## src/rtl/rxf_pkg.sv

```systemverilog
package rxf_pkg;

    typedef enum logic [1:0] {
        DST_UCAST_OTHER = 2'd0,
        DST_UCAST_OWN   = 2'd1,
        DST_MCAST       = 2'd2,
        DST_BCAST       = 2'd3
    } dst_class_e;

    typedef enum logic [1:0] {
        LEN_TOO_SHORT = 2'd0,
        LEN_RUNT      = 2'd1,
        LEN_FULL      = 2'd2
    } len_class_e;

    typedef struct packed {
        logic accept_err;
        logic accept_runt;
        logic accept_bcast;
        logic accept_mcast;
        logic accept_match;
        logic accept_all;
    } filt_cfg_t;

    function automatic logic class_allowed(dst_class_e cls, filt_cfg_t cfg, logic hash_hit);
        logic ok;
        case (cls)
            DST_BCAST:       ok = cfg.accept_bcast;
            DST_MCAST:       ok = cfg.accept_mcast & hash_hit;
            DST_UCAST_OWN:   ok = cfg.accept_match | cfg.accept_all;
            default:         ok = cfg.accept_all;
        endcase
        return ok;
    endfunction

    function automatic logic length_allowed(len_class_e lc, filt_cfg_t cfg);
        logic ok;
        case (lc)
            LEN_FULL: ok = 1'b1;
            LEN_RUNT: ok = cfg.accept_runt;
            default:  ok = 1'b0;
        endcase
        return ok;
    endfunction

endpackage

```

## src/rtl/rxf_addr_classify.sv

```systemverilog
module rxf_addr_classify
    import rxf_pkg::*;
#(
    parameter int ADDR_W = 48
) (
    input  logic [ADDR_W-1:0] dest_addr,
    input  logic [ADDR_W-1:0] station_addr,
    output dst_class_e        dst_class
);
    localparam int GROUP_BIT = ADDR_W - 8;

    logic is_bcast;
    logic is_group;
    logic is_own;

    assign is_bcast = &dest_addr;
    assign is_group = dest_addr[GROUP_BIT];
    assign is_own   = (dest_addr == station_addr);

    always_comb begin
        if (is_bcast)
            dst_class = DST_BCAST;
        else if (is_group)
            dst_class = DST_MCAST;
        else if (is_own)
            dst_class = DST_UCAST_OWN;
        else
            dst_class = DST_UCAST_OTHER;
    end
endmodule

```

## src/rtl/rxf_len_classify.sv

```systemverilog
module rxf_len_classify
    import rxf_pkg::*;
#(
    parameter int LEN_W      = 16,
    parameter int RUNT_FLOOR = 8,
    parameter int MIN_FRAME  = 64
) (
    input  logic [LEN_W-1:0] frame_len,
    output len_class_e       len_class
);
    localparam logic [LEN_W-1:0] FLOOR_V = LEN_W'(RUNT_FLOOR);
    localparam logic [LEN_W-1:0] MIN_V   = LEN_W'(MIN_FRAME);

    always_comb begin
        if (frame_len < FLOOR_V)
            len_class = LEN_TOO_SHORT;
        else if (frame_len < MIN_V)
            len_class = LEN_RUNT;
        else
            len_class = LEN_FULL;
    end
endmodule

```

## src/rtl/rx_accept_filter.sv

```systemverilog
module rx_accept_filter
    import rxf_pkg::*;
#(
    parameter int ADDR_W     = 48,
    parameter int LEN_W      = 16,
    parameter int RUNT_FLOOR = 8,
    parameter int MIN_FRAME  = 64
) (
    input  logic              clk,
    input  logic              rst,
    input  logic              cfg_accept_err,
    input  logic              cfg_accept_runt,
    input  logic              cfg_accept_bcast,
    input  logic              cfg_accept_mcast,
    input  logic              cfg_accept_match,
    input  logic              cfg_accept_all,
    input  logic [ADDR_W-1:0] dest_addr,
    input  logic [ADDR_W-1:0] station_addr,
    input  logic              hash_hit,
    input  logic              crc_err,
    input  logic              align_err,
    input  logic              coll_frag,
    input  logic              frame_end,
    input  logic [LEN_W-1:0]  frame_len,
    output logic              verdict_valid,
    output logic              verdict_keep
);
    filt_cfg_t  cfg;
    dst_class_e dst_class;
    len_class_e len_class;
    logic       any_err;
    logic       err_ok;
    logic       pass;

    assign cfg = '{accept_err:   cfg_accept_err,
                   accept_runt:  cfg_accept_runt,
                   accept_bcast: cfg_accept_bcast,
                   accept_mcast: cfg_accept_mcast,
                   accept_match: cfg_accept_match,
                   accept_all:   cfg_accept_all};

    rxf_addr_classify #(.ADDR_W(ADDR_W)) u_addr (
        .dest_addr    (dest_addr),
        .station_addr (station_addr),
        .dst_class    (dst_class)
    );

    rxf_len_classify #(
        .LEN_W      (LEN_W),
        .RUNT_FLOOR (RUNT_FLOOR),
        .MIN_FRAME  (MIN_FRAME)
    ) u_len (
        .frame_len (frame_len),
        .len_class (len_class)
    );

    assign any_err = crc_err | align_err | coll_frag;
    assign err_ok  = ~any_err | cfg.accept_err;
    assign pass    = err_ok
                   & class_allowed(dst_class, cfg, hash_hit)
                   & length_allowed(len_class, cfg);

    always_ff @(posedge clk) begin
        if (rst) begin
            verdict_valid <= 1'b0;
            verdict_keep  <= 1'b0;
        end else begin
            verdict_valid <= frame_end;
            verdict_keep  <= frame_end & pass;
        end
    end
endmodule

```

## config.mk

```make
export PLATFORM = sky130hd
export DESIGN_NAME = rx_accept_filter
export DESIGN_NICKNAME = d
export VERILOG_FILES = /design/src/rtl/rxf_pkg.sv /design/src/rtl/rxf_addr_classify.sv /design/src/rtl/rxf_len_classify.sv /design/src/rtl/rx_accept_filter.sv
export SDC_FILE = /design/constraint.sdc
export NUM_CORES = 1
export LEC_CHECK = 0
export BUFFER_PORTS_ARGS = -buffer_cell sky130_fd_sc_hd__buf_2
export CAP_MARGIN = 30
export CORE_MARGIN = 2
export CORE_UTILIZATION = 25
export DETAILED_ROUTE_END_ITERATION = 16
export PLACE_DENSITY = 0.77
export SETUP_SLACK_MARGIN = 0.05
export SYNTH_ARGS = -nofsm -noshare
export SYNTH_HDL_FRONTEND = slang
export SYNTH_SLANG_ARGS = --single-unit
```

## constraint.sdc

```tcl
create_clock -name clk -period 1.2 [get_ports clk]
set_input_delay 0.36 -clock clk [delete_from_list [all_inputs] [get_ports clk]]
set_output_delay 0.36 -clock clk [all_outputs]
set_load 0.02 [all_outputs]
```

# Word-level counts from Yosys, hierarchy flattened
# Index checks and enable logic that the tools add are counted.
# classes
bitwise_logic	9
eq_ne	6
magnitude_cmp	2
reduce_logical	1
n_mux	7
# op_table
operator	n
== test 48 bit	1
AND reduction 48 bit	1
less-than comparator 16 x 4 -> 1 bit (second input constant)	1
less-than comparator 16 x 7 -> 1 bit (second input constant)	1
2-to-1 mux 2 bit	4
== test 2 bit (second input constant)	3
AND 1 bit	4
== test 2 x 1 -> 1 bit (second input constant)	2
OR 1 bit	4
one-hot mux 1 bit (3 select lines)	1
one-hot mux 1 bit (2 select lines)	1
2-to-1 mux 1 bit	1
inverter 1 bit	1
# totals
ff_bits	2
out_inout_bits	2
elab_cells	27

# Depth between registers and ports, before layout
# logic_depth
depth_word	9
mapped_depth	5

# Cells and area by module
# Synthesis repeated with hierarchy kept, for this count alone.
# hier_totals
cells_unflattened	109
area_unflattened_um2	828.3
# modules_own_cells
module	area_per_inst_um2	cells_per_inst	seq_area_each_um2	n_inst
rxf_addr_classify	646.9	88	0.0	1
rx_accept_filter	132.6	15	40.0	1
rxf_len_classify	48.8	6	0.0	1

# Worst setup path before layout
# No wires, ideal clock.
# synth_timing
path_kind	input -> register
start	input port dest_addr[41]
end	register verdict_keep
required_time_ns	1.121
n_path_buf	0
cell_stages	5
path_slack_ns	-0.062
t_arrival_ns	1.183
setup_ns	0.079
path_cell_list	xnor2_1 nand4_1 nor4_2 nand4_1 a211oi_2
# synth_via
elab_chain_len	9
# synth_rtl
element	line_no	source
from (decl)	rx_accept_filter.sv:17	input logic [ADDR_W-1:0] dest_addr,
== test 48 bit	rxf_addr_classify.sv:18	assign is_own = (dest_addr == station_addr);
2-to-1 mux 1 bit	rxf_addr_classify.sv:25	else if (is_own)
2-to-1 mux 2 bit	rxf_addr_classify.sv:23	else if (is_group)
2-to-1 mux 2 bit *	rxf_addr_classify.sv:21	if (is_bcast)
== test 2 x 1 -> 1 bit / == test 2 bit (equally long branches)	rxf_pkg.sv:27	case (cls)
one-hot mux 1 bit (3 select lines) *	rxf_pkg.sv:27	
AND 1 bit *	rx_accept_filter.sv:60	& class_allowed(dst_class, cfg, hash_hit)
AND 1 bit *	rx_accept_filter.sv:61	& length_allowed(len_class, cfg);
AND 1 bit *	rx_accept_filter.sv:69	verdict_keep <= frame_end & pass;
to (signal assigned)	rx_accept_filter.sv:69	
to (decl)	rx_accept_filter.sv:26	output logic verdict_keep
# Every way passes the cells marked *; elsewhere a longest branch is shown, timed or not.
# A chain may end at the register's enable or synchronous reset.

# Worst setup path in the final report
# layout_timing
start	input port dest_addr[22]
end	register verdict_keep
# The elaborated chain is that of the path after synthesis.

==> results.json <==
{
  "ys_warn_count": 0,
  "die_x_um": 59.3,
  "crit_required_ns": 1.35,
  "cts_sinks": 2,
  "grt_usage_pct": 18.8,
  "cp-endpoint": "verdict_keep",
  "startpoint": "dest_addr[22]",
  "drive_gt1_share_pct": 64.4,
  "p_per_area_mw_per_mm2": 455,
  "finalPower_uw": 751,
  "grt_first_pass_wirelength_um": 5040,
  "htreeDepth": 1,
  "root_buffer": "clkbuf_4",
  "synthesis.instances": 100,
  "critical_path_class": "in2reg",
  "die_area_mm2": 0.00352,
  "die_h_um": 59.3,
  "portBuffers": 123,
  "hp-class": "in2reg",
  "relSlewSlack_pct": 82.2,
  "dpl.cell_count": 266,
  "final_nets": 363,
  "rows": 20,
  "routabilityCongestion": 0.824,
  "initial_utilization_pct": 25.7,
  "cts_buffer_depth": 2,
  "drv_cap": 0,
  "synthFlopType": "dfxtp_1",
  "cts_tree": "built",
  "area_growth_pct": 116,
  "fmax_mhz": 801,
  "hpwl_um": 3170,
  "multi_input_area_um2": 835,
  "ir_drop_uv": 176,
  "arrival_ns": 1.40,
  "cts_setup_buffers": 0,
  "syn_nets": 225,
  "post_drt_wl_per_cell_um": 12.8,
  "wl_um": 3440,
  "path_clk_slew_ns": 0.03,
  "fin_crit_ns": 1.25,
  "antenna_found_initial": 0,
  "grt_overflow": 0,
  "fin_util_pct": 55.5,
  "finalWorstSetupSlack_ns": -0.0483,
  "violations": "setup timing",
  "dr.pass1.iters": 4,
  "synthArstFlopShare_pct": 0,
  "seqCellArea_um2": 40.0,
  "grt_max_degree": 4,
  "worstMarginPinSlew_ns": 0.265,
  "cts_made_buffers": 3,
  "period_share_pct": 104,
  "viasPerCell": 4.71,
  "dpl-instance-area_mm2": 0.00154,
  "syn_area_per_cell_um2": 7.66,
  "p_leak_nw": 0.791,
  "boundaryPins": 127,
  "ys_ff_latch": 2,
  "postLayoutCellArea_mm2": 0.00165,
  "cp_max_fo": 2,
  "fillers": 294,
  "ant_nets": 0,
  "status": "finished, violations left",
  "ys_types": 18,
  "num_antenna_cells": 0,
  "hold_ws_ns": 0.317,
  "setup_viol_count_final": 1,
  "worstSetupEndpointType": "flop",
  "netlist_area_um2": 766,
  "first_iter_violations": 43,
  "core_mm2": 0.00298,
  "grt_setup_unrepaired": "yes",
  "grt_pass1_vias": 1241,
  "drv_slew": 0,
  "drc": 0,
  "hold_viol": 0,
  "synth_enable_flop_cells": 0,
  "instances_no_fill": 269,
  "synth-seq-area-share_pct": 5.23,
  "vias": 1268,
  "worstSetupStartpointType": "primary input"
}
[kinds of logic after synthesis]
kind of cell / Yosys count / share of synthesized area (%)
xor gates and xnor gates: 46 / 52.6
and+or+nand+nor: 46 / 35.6
AOI/OAI and AO/OA: 4 / 4.74
DFF: 2 / 5.23
muxes: 1 / 1.31
buffers and inverters: 1 / 0.490
[cell usage after synthesis, types with 2 or more instances]
library cell	count	area, um2
xnor2_1	45	394
nand4_1	23	144
nor4_1	7	43.8
nand2_1	4	15.0
nand2b_1	3	18.8
nand3_1	3	15.0
dfxtp_1	2	40.0
nor2_1	2	7.51
nor3_1	2	10.0
[worst max-delay path: stages]
cell and delay, ns:
buf_2 0.11, xnor2_1 0.16, nand4_1 0.14, nor4_2 0.27
nand4_1 0.15, a211oi_2 0.20
[per-layer routing]
layer | vias up | share of wire [%] | GRT usage [%]
met2 | 59 | 53 | 35.9
met3 | 0 | 7.1 | 0.218
met5 | - | 0 | 0
li1 | 650 | - | -
met1 | 559 | 39 | 23.1
met4 | 0 | 0 | 3.90
[area by class of cell]
cell class,count,share of cell area [%]
flip-flops and latches,2,2.42
inverters,1,0.227
multi-input cells,97,50.5
clock buffers,3,1.36
well taps,33,2.50
repair buffers,133,43.0
[power by group]
group / total [mW] / switching, mW / internal (mW) / leakage, nW
Combinational: 0.527 / 0.209 / 0.318 / 0.761
Clock: 0.153 / 0.0427 / 0.111 / 0.0138
Sequential: 0.0709 / 0.000948 / 0.0699 / 0.0165
[flip-flops by register name, indices dropped and copies added, names as in the netlist]
name,count
verdict_valid,1
verdict_keep,1
[timing repair]
action / CTS / global route
endpoints found under the hold margin: 0 / 0
pin swaps: 6 / 3
gates resized for setup: 10 / 2
hold buffers: 0 / 0
endpoints found under the setup margin: 1 / 1
[worst min-delay path by stage]
stage               startpoint            end  slack (ns)  cells after the start
floorplan                  rst  verdict_valid        0.44                      1
global placement           rst  verdict_valid        0.53                      2
detailed placement         rst  verdict_valid        0.55                      2
CTS                        rst  verdict_valid        0.31                      2
global route               rst  verdict_valid        0.32                      2
finish                     rst  verdict_valid        0.32                      2
[through the flow]
stage	TNS [ns]	setup WS [ns]
final	-0.0483	-0.0483
after floorplan	-0.00746	-0.00746
after detailed placement	-0.396	-0.396
after global placement	-0.387	-0.387
after CTS	-0.0568	-0.0568
after global routing	-0.143	-0.143
[cells in the final DEF, fill, tap and decap left out]
cell and count:
nor2_1 2, xnor2_1 34, dfxtp_1 2, o31ai_1 1
nand2b_1 3, clkbuf_4 3, nand2_1 4, buf_2 120
nor4_2 4, buf_6 3, xnor2_4 1, xnor2_2 10
nand3_1 3, inv_1 1, a211oi_2 1, nand4_1 23
nor3_1 2, o211ai_1 1, o2111ai_1 1, nor4_1 4
mux2i_1 1, nor2b_1 1, xor2_1 1, buf_4 10
No activity file was read; power rests on OpenSTA's default activity.
